File: src/rtl/tmr_pkg.sv
`timescale 1ns/1ps
package tmr_pkg;
  localparam int unsigned NUM_CH = 3;
  localparam int unsigned DIGITS = 4;
  localparam int unsigned CNT_W  = 4 * DIGITS;
  localparam int unsigned BYTE_W = 8;
  localparam int unsigned ADDR_W = 2;

  typedef enum logic [1:0] {
    ACC_LATCH = 2'd0,
    ACC_LO    = 2'd1,
    ACC_HI    = 2'd2,
    ACC_LOHI  = 2'd3
  } acc_e;

  typedef struct packed {
    acc_e       acc;
    logic [2:0] mode;
    logic       bcd;
  } ctrl_t;

  function automatic ctrl_t reset_ctrl(input int unsigned ch);
    ctrl_t c;
    c.acc  = ACC_LOHI;
    c.bcd  = 1'b0;
    c.mode = (ch == 1) ? 3'd2 : 3'd3;
    return c;
  endfunction

  // codes 6/7 alias to 2/3
  function automatic logic [2:0] eff_mode(input logic [2:0] m);
    return m[1] ? {1'b0, m[1:0]} : m;
  endfunction

  // output level right after programming
  function automatic logic idle_level(input logic [2:0] m);
    logic [2:0] e;
    e = eff_mode(m);
    return !(e == 3'd0 || e == 3'd1);
  endfunction
endpackage

File: src/rtl/tmr_dec.sv
`timescale 1ns/1ps
module tmr_dec #(
  parameter int unsigned DIGITS = 4
) (
  input  logic [4*DIGITS-1:0] val_i,
  input  logic                bcd_i,
  output logic [4*DIGITS-1:0] dec_o
);
  localparam int unsigned W = 4 * DIGITS;

  logic [DIGITS-1:0] borrow;
  logic [W-1:0]      bcd_res;

  assign borrow[0] = 1'b1;

  for (genvar g = 0; g < DIGITS; g++) begin : g_dig
    logic [3:0] dig;
    assign dig = val_i[4*g +: 4];
    assign bcd_res[4*g +: 4] = !borrow[g] ? dig : ((dig == 4'd0) ? 4'd9 : dig - 4'd1);
    if (g < DIGITS - 1) begin : g_chain
      assign borrow[g+1] = borrow[g] && (dig == 4'd0);
    end
  end

  assign dec_o = bcd_i ? bcd_res : val_i - W'(1);
endmodule

File: src/rtl/tmr_channel.sv
`timescale 1ns/1ps
module tmr_channel
  import tmr_pkg::*;
#(
  parameter int unsigned CH = 0
) (
  input  logic              clk_i,
  input  logic              rst_ni,
  input  logic              tick_i,
  input  logic              gate_i,
  input  logic              ctrl_wr_i,
  input  ctrl_t             ctrl_i,
  input  logic              cnt_latch_i,
  input  logic              stat_latch_i,
  input  logic              data_wr_i,
  input  logic              data_rd_i,
  input  logic [BYTE_W-1:0] wdata_i,
  output logic [BYTE_W-1:0] rdata_o,
  output logic              out_o
);
  ctrl_t             ctrl_q;
  logic [CNT_W-1:0]  count_q, cnt_q, latch_q;
  logic              pend_q, wtog_q, rtog_q, latch_vld_q, stat_vld_q, out_q, done_q;
  logic [BYTE_W-1:0] stat_q;

  logic [2:0]        mode;
  logic              gate_free, run, at_one, reload;
  logic [CNT_W-1:0]  cnt_dec, cnt_nxt, new_count, rd_src;
  logic              wr_done, wtog_nxt, rd_final, rtog_nxt;
  logic [BYTE_W-1:0] status_now;

  assign mode      = eff_mode(ctrl_q.mode);
  assign gate_free = (mode == 3'd1) || (mode == 3'd5);
  assign run       = !pend_q && tick_i && (gate_i || gate_free);
  assign at_one    = (cnt_q == CNT_W'(1));
  assign reload    = run && at_one && (mode == 3'd2 || mode == 3'd3);

  tmr_dec #(.DIGITS(DIGITS)) u_dec (
    .val_i(cnt_q),
    .bcd_i(ctrl_q.bcd),
    .dec_o(cnt_dec)
  );

  assign cnt_nxt    = reload ? count_q : cnt_dec;
  assign status_now = {out_q, pend_q, ctrl_q};
  assign rd_src     = latch_vld_q ? latch_q : cnt_q;

  // count write path
  always_comb begin
    new_count = count_q;
    wr_done   = 1'b0;
    wtog_nxt  = wtog_q;
    unique case (ctrl_q.acc)
      ACC_LO: begin
        new_count = {count_q[CNT_W-1:BYTE_W], wdata_i};
        wr_done   = 1'b1;
      end
      ACC_HI: begin
        new_count = {wdata_i, count_q[BYTE_W-1:0]};
        wr_done   = 1'b1;
      end
      ACC_LOHI: begin
        if (!wtog_q) begin
          new_count = {count_q[CNT_W-1:BYTE_W], wdata_i};
          wtog_nxt  = 1'b1;
        end else begin
          new_count = {wdata_i, count_q[BYTE_W-1:0]};
          wtog_nxt  = 1'b0;
          wr_done   = 1'b1;
        end
      end
      default: ;
    endcase
  end

  // read path
  always_comb begin
    rdata_o  = '0;
    rd_final = 1'b0;
    rtog_nxt = rtog_q;
    if (stat_vld_q) begin
      rdata_o = stat_q;
    end else begin
      unique case (ctrl_q.acc)
        ACC_LO: begin
          rdata_o  = rd_src[BYTE_W-1:0];
          rd_final = 1'b1;
        end
        ACC_HI: begin
          rdata_o  = rd_src[CNT_W-1:BYTE_W];
          rd_final = 1'b1;
        end
        ACC_LOHI: begin
          if (!rtog_q) begin
            rdata_o  = rd_src[BYTE_W-1:0];
            rtog_nxt = 1'b1;
          end else begin
            rdata_o  = rd_src[CNT_W-1:BYTE_W];
            rtog_nxt = 1'b0;
            rd_final = 1'b1;
          end
        end
        default: ;
      endcase
    end
  end

  always_ff @(posedge clk_i or negedge rst_ni) begin
    if (!rst_ni) begin
      ctrl_q      <= reset_ctrl(CH);
      count_q     <= '0;
      cnt_q       <= '0;
      latch_q     <= '0;
      stat_q      <= '0;
      pend_q      <= 1'b1;
      wtog_q      <= 1'b0;
      rtog_q      <= 1'b0;
      latch_vld_q <= 1'b0;
      stat_vld_q  <= 1'b0;
      out_q       <= idle_level(reset_ctrl(CH).mode);
      done_q      <= 1'b0;
    end else if (ctrl_wr_i) begin
      ctrl_q      <= ctrl_i;
      count_q     <= '0;
      cnt_q       <= '0;
      pend_q      <= 1'b1;
      wtog_q      <= 1'b0;
      rtog_q      <= 1'b0;
      latch_vld_q <= 1'b0;
      stat_vld_q  <= 1'b0;
      out_q       <= idle_level(ctrl_i.mode);
      done_q      <= 1'b0;
    end else begin
      if (data_wr_i) begin
        count_q <= new_count;
        wtog_q  <= wtog_nxt;
        pend_q  <= 1'b1;
        if (wr_done) begin
          cnt_q  <= new_count;
          pend_q <= 1'b0;
          out_q  <= idle_level(ctrl_q.mode);
          done_q <= 1'b0;
        end
      end else if (run) begin
        cnt_q <= cnt_nxt;
        unique case (mode)
          3'd0, 3'd1: if (at_one) out_q <= 1'b1;
          3'd2:       out_q <= !at_one;
          3'd3:       if (at_one) out_q <= !out_q;
          default: begin
            if (at_one && !done_q) begin
              out_q  <= 1'b0;
              done_q <= 1'b1;
            end else begin
              out_q  <= 1'b1;
            end
          end
        endcase
      end

      if (cnt_latch_i && !latch_vld_q) begin
        latch_q     <= cnt_q;
        latch_vld_q <= 1'b1;
      end else if (data_rd_i && !stat_vld_q && rd_final) begin
        latch_vld_q <= 1'b0;
      end

      if (stat_latch_i && !stat_vld_q) begin
        stat_q     <= status_now;
        stat_vld_q <= 1'b1;
      end else if (data_rd_i && stat_vld_q) begin
        stat_vld_q <= 1'b0;
      end

      if (data_rd_i && !stat_vld_q) rtog_q <= rtog_nxt;
    end
  end

  assign out_o = out_q;

  AST_PEND_FREEZE: assert property (@(posedge clk_i) disable iff (!rst_ni)
    pend_q && !data_wr_i && !ctrl_wr_i |=> $stable(cnt_q));
  AST_LATCH_HOLD: assert property (@(posedge clk_i) disable iff (!rst_ni)
    latch_vld_q && !ctrl_wr_i && !data_rd_i |=> latch_vld_q && $stable(latch_q));
  AST_STAT_ONCE: assert property (@(posedge clk_i) disable iff (!rst_ni)
    stat_vld_q && data_rd_i |=> !stat_vld_q);
  AST_GATE_PAUSE: assert property (@(posedge clk_i) disable iff (!rst_ni)
    !gate_i && !gate_free && !ctrl_wr_i && !data_wr_i |=> $stable(cnt_q));
  AST_OUT_HELD: assert property (@(posedge clk_i) disable iff (!rst_ni)
    (mode == 3'd0 || mode == 3'd1) && out_q && !ctrl_wr_i && !data_wr_i |=> out_q);
endmodule

File: src/rtl/tri_interval_timer.sv
`timescale 1ns/1ps
module tri_interval_timer
  import tmr_pkg::*;
(
  input  logic              clk_i,
  input  logic              rst_ni,
  input  logic              tick_i,
  input  logic [ADDR_W-1:0] addr_i,
  input  logic              wr_i,
  input  logic              rd_i,
  input  logic [BYTE_W-1:0] wdata_i,
  output logic [BYTE_W-1:0] rdata_o,
  input  logic [NUM_CH-1:0] gate_i,
  output logic [NUM_CH-1:0] out_o
);
  localparam logic [ADDR_W-1:0] CMD_ADDR = ADDR_W'(NUM_CH);
  localparam logic [1:0]        RB_SEL   = 2'd3;

  logic              cmd_wr, is_rb;
  logic [1:0]        sel;
  ctrl_t             cw;
  logic [NUM_CH-1:0] ctrl_wr, cnt_latch, stat_latch, data_wr, data_rd;
  logic [BYTE_W-1:0] ch_rdata [NUM_CH];

  assign cmd_wr = wr_i && (addr_i == CMD_ADDR);
  assign sel    = wdata_i[7:6];
  assign is_rb  = (sel == RB_SEL);
  assign cw     = ctrl_t'(wdata_i[5:0]);

  for (genvar g = 0; g < NUM_CH; g++) begin : g_ch
    logic hit;
    assign hit           = !is_rb && (sel == 2'(g));
    assign ctrl_wr[g]    = cmd_wr && hit && (cw.acc != ACC_LATCH);
    assign cnt_latch[g]  = cmd_wr && ((hit && cw.acc == ACC_LATCH) ||
                                      (is_rb && !wdata_i[5] && wdata_i[1+g]));
    assign stat_latch[g] = cmd_wr && is_rb && !wdata_i[4] && wdata_i[1+g];
    assign data_wr[g]    = wr_i && (addr_i == ADDR_W'(g));
    assign data_rd[g]    = rd_i && (addr_i == ADDR_W'(g));

    tmr_channel #(.CH(g)) u_ch (
      .clk_i       (clk_i),
      .rst_ni      (rst_ni),
      .tick_i      (tick_i),
      .gate_i      (gate_i[g]),
      .ctrl_wr_i   (ctrl_wr[g]),
      .ctrl_i      (cw),
      .cnt_latch_i (cnt_latch[g]),
      .stat_latch_i(stat_latch[g]),
      .data_wr_i   (data_wr[g]),
      .data_rd_i   (data_rd[g]),
      .wdata_i     (wdata_i),
      .rdata_o     (ch_rdata[g]),
      .out_o       (out_o[g])
    );
  end

  always_comb begin
    rdata_o = '1;
    for (int i = 0; i < NUM_CH; i++) begin
      if (addr_i == ADDR_W'(i)) rdata_o = ch_rdata[i];
    end
  end

  AST_ONE_CTRL_TARGET: assert property (@(posedge clk_i) disable iff (!rst_ni)
    $onehot0(ctrl_wr | data_wr));
  AST_CMD_READ_IDLE: assert property (@(posedge clk_i) disable iff (!rst_ni)
    rd_i && addr_i == CMD_ADDR && !wr_i && !tick_i |=> $stable(out_o));
endmodule

File: config.mk
export PLATFORM = sky130hd
export DESIGN_NAME = tri_interval_timer
export DESIGN_NICKNAME = d
export VERILOG_FILES = /design/src/rtl/tmr_pkg.sv /design/src/rtl/tmr_dec.sv /design/src/rtl/tmr_channel.sv /design/src/rtl/tri_interval_timer.sv
export SDC_FILE = /design/constraint.sdc
export NUM_CORES = 1
export LEC_CHECK = 0
export BUFFER_PORTS_ARGS = -buffer_cell sky130_fd_sc_hd__clkbuf_2
export CAP_MARGIN = 10
export CORE_UTILIZATION = 55
export CTS_BUF_LIST = sky130_fd_sc_hd__clkbuf_16
export DETAILED_ROUTE_END_ITERATION = 10
export GPL_TIMING_DRIVEN = 1
export HOLD_SLACK_MARGIN = 0.1
export PLACE_DENSITY_LB_ADDON = 0.2
export SYNTH_ARGS = -nofsm -noshare
export SYNTH_HDL_FRONTEND = slang
export SYNTH_SLANG_ARGS = --single-unit
File: constraint.sdc
create_clock -name clk_i -period 3.19 [get_ports clk_i]
set_input_delay 0.1595 -clock clk_i [delete_from_list [all_inputs] [get_ports clk_i]]
set_output_delay 0.1595 -clock clk_i [all_outputs]
set_load 0.02 [all_outputs]
==> metrics <==
Congestion Overflow GR 0; I/O pin count 29; final worst-path cycle share between 90% and 100%; Post-Synthesis Cells 1392; ANT nets after route 0; initial antenna violation count 0; Post-CTS Setup Inserts 0; Max VDD drop about 0.00054 V; HP Class input pin to flop; via count 11500; Post-synth EDFFs 0; R2R Path Start g_ch[1].u_ch.cnt_q[12]; gpl congestion approximately 0.95; H-tree levels 1; crit-path max FO 18; Placement Cell Area ~0.013 sq mm; number of vias per cell around 6.7; Seq cells post-synth approximately 210; Clk pin slew, worst setup/hold paths 0.06 ns; setup_tns 0 ns; Max Used Layer met4; most frequent cells in the layout dfrtp_1, nand2_1, nor2_1; die area between 0.02 and 0.025 sq mm; Initial Utilization a little under three fifths; Clock Skews 0.00689 ns; DRT Pass-1 Iters 5; DIE WIDTH between 150 and 200 um; # diodes 0; reg-to-reg slack, setup approximately 0.28 ns; pin count of the biggest net entering global routing 89; Port Buffers 28; met2 wire length 18700 um; ys async rst share between 90% and 100%; Max clock buf depth 3; hold path depth 4; max_cap viols 0; FF-to-FF path depth 9; unrepaired setup endpoints after global routing no; Worst Tran Pin Value 1.03 ns; crit end category primary output; GRT Util Overall between 30% and 40%; syn_nets 1434; CTS Buf Count 25; area grow syn2layout 10.4%; design area approximately 0.014 sq mm; Synth cell types 86; CTS tree done; wl on met1 16100 um; power per cell area 850 mW/mm^2; Starting DRT DRC Count 1111; Final Setup Violations 0; Slew HR about a third; first-pass GRT wire length about 60000 um; Synth Flop Type dfrtp_1; crit start category flop; vias in the first global route 11000; Syn Area/Cell a little over 9 sq um; placed wire-length estimate 27100 um; part of the Yosys area used for sequential elements around two fifths; endpoints failing hold 0; Final Worst Setup Slack roughly 0.23 ns; R2R Path End g_ch[1].u_ch.cnt_q[15]; synthesized area roughly 0.013 sq mm; root buffer cell clkbuf_16; Max Freq between 300 and 400 MHz; Hold Path End g_ch[0].u_ch.ctrl_q[4]; Placeable Area about 0.023 sq mm; HP Start wdata_i[4]; Req. time, crit path between 3 and 4 ns; Placement Setup Slack between 0.3 and 0.4 ns; CP Data Arrival Time between 2 and 3 ns; clk_lat worst skew 0.52 ns; Avg WL per Cell between 20 and 25 um; Die H around 160 um; most common cell after layout, fill and taps aside dfrtp_1; met3 wire length roughly 2600 um; crit path time final slightly below 3 ns; clk sinks 207; Final #Nets around 1400; crit path kind flop to primary output; Slew Viols, Final 0; leakage power ~6 nW; row cnt 55; outcome finished, final reports clean; DRC violations left 0; share of layout cells above drive strength 1 18.1%; Synth Warn # 0; final WL between 30000 and 40000 um
-- report_power, final --
group / internal [W] / leakage (nW) / switching, W / total, W
sequential: 0.00353 / 2.61 / 0.00107 / 0.00459
combinational: 0.00214 / 3.10 / 0.00270 / 0.00484
clock: 0.00157 / 0.397 / 0.00114 / 0.00271
-- state kept, by name, indices dropped and copies added, names as in the netlist --
| register | flops |
|---|---|
| g_ch.u_ch.pend_q | 3 |
| g_ch.u_ch.ctrl_q | 18 |
| g_ch.u_ch.rtog_q | 3 |
| g_ch.u_ch.latch_vld_q | 3 |
| g_ch.u_ch.count_q | 48 |
| g_ch.u_ch.latch_q | 48 |
| g_ch.u_ch.stat_q | 24 |
| g_ch.u_ch.cnt_q | 48 |
| g_ch.u_ch.wtog_q | 3 |
| g_ch.u_ch.done_q | 3 |
| g_ch.u_ch.out_o | 3 |
| g_ch.u_ch.stat_vld_q | 3 |
-- critical path: stages, from the launching register on --
cell      delay (ns)
dfrtp_1         1.02
mux2i_1         0.32
o22ai_1         0.16
a221o_1         0.41
a21o_1          0.21
clkbuf_2        0.15
-- logic make-up (layout without fill, tap and decap cells) --
logic type,after synthesis,in the layout,synth area share (%)
DFF,207,207,40.2
xor gates and xnor gates,14,14,0.947
buffers and inverters,160,179,5.38
adders and majority gates,24,24,2.32
muxes,137,137,11.3
and+or+nand+nor,409,409,16.0
AOI/OAI and AO/OA,441,441,23.8
-- area by class of cell --
cell class,instances,area (sq um)
Fill cell,1978,8560
Tap cell,313,392
Sequential cell,207,5200
Timing Repair Buffer,98,711
Inverter,36,135
Multi-Input combinational cell,1025,7090
Clock buffer,25,626
Clock inverter,20,138
-- synthesized netlist by cell type, types with 7 or more instances --
| master | n | area [sq um] |
|---|---|---|
| inv_1 | 36 | 135 |
| nand3b_1 | 7 | 52.6 |
| a21oi_1 | 86 | 430 |
| nor4_1 | 17 | 106 |
| o22ai_1 | 33 | 206 |
| nor2b_1 | 14 | 87.6 |
| nand2b_1 | 7 | 43.8 |
| or4_1 | 13 | 97.6 |
| a211oi_1 | 20 | 150 |
| buf_1 | 12 | 45.0 |
| ha_1 | 24 | 300 |
| a31oi_1 | 15 | 93.8 |
| mux2i_1 | 61 | 611 |
| nand2_1 | 118 | 443 |
| o21a_1 | 15 | 113 |
| o211ai_1 | 15 | 113 |
| nor3_1 | 34 | 170 |
| dfrtp_1 | 190 | 4750 |
| o2111ai_1 | 7 | 61.3 |
| a211o_1 | 8 | 70.1 |
| xnor2_1 | 9 | 78.8 |
| o21ai_0 | 66 | 330 |
| a221oi_1 | 33 | 289 |
| a22oi_1 | 18 | 135 |
| a21o_1 | 20 | 150 |
| nor2_1 | 111 | 417 |
| dfstp_2 | 17 | 447 |
| a32oi_1 | 8 | 70.1 |
| nand3_1 | 23 | 115 |
| o41ai_1 | 7 | 61.3 |
| a221o_1 | 13 | 130 |
| o31ai_1 | 13 | 97.6 |
| buf_2 | 7 | 35.0 |
| buf_6 | 8 | 90.1 |
| clkbuf_1 | 89 | 334 |
| nor3b_1 | 10 | 75.1 |
| a311oi_1 | 7 | 61.3 |
| mux2_2 | 76 | 856 |
| a22o_1 | 8 | 70.1 |
-- timing repair --
item	CTS	global route
hold buffers	4	0
setup endpoints to repair	0	8
endpoints found under the hold margin	90	0
gates resized for setup	0	2
-- per-layer routing --
| metal | GRT usage [%] | vias up |
|---|---|---|
| met4 | 12.2 | 0 |
| met2 | 53.9 | 456 |
| met5 | 0 | - |
| li1 | - | 5216 |
| met1 | 43.8 | 5751 |
| met3 | 4.07 | 99 |
-- stage by stage --
stage,utilization [%],cells,hold slack (ns),power [W]
CTS,62.5,1724,0.116,0.0121
detailed placement,59.0,1675,0.221,0.00935
global route,62.6,1724,0.179,0.0129
floorplan,-,1392,-0.136,0.00783
global placement,59.0,1675,0.217,0.00922
finish,62.6,1724,0.139,0.0121
-- worst max path at each step --
stage,startpoint,to,slack [ns],cells after the start
floorplan,g_ch[1].u_ch.cnt_q[12],g_ch[1].u_ch.cnt_q[10],0.63,10
global placement,g_ch[1].u_ch.cnt_q[12],g_ch[1].u_ch.cnt_q[15],0.47,9
detailed placement,g_ch[1].u_ch.cnt_q[12],g_ch[1].u_ch.cnt_q[15],0.35,9
CTS,g_ch[0].u_ch.ctrl_q[5],rdata_o[4],0.1,8
global route,g_ch[1].u_ch.cnt_q[12],g_ch[1].u_ch.cnt_q[15],0.10,9
finish,g_ch[2].u_ch.latch_vld_q,rdata_o[5],0.23,5
Power figures use the tool's default switching activity.
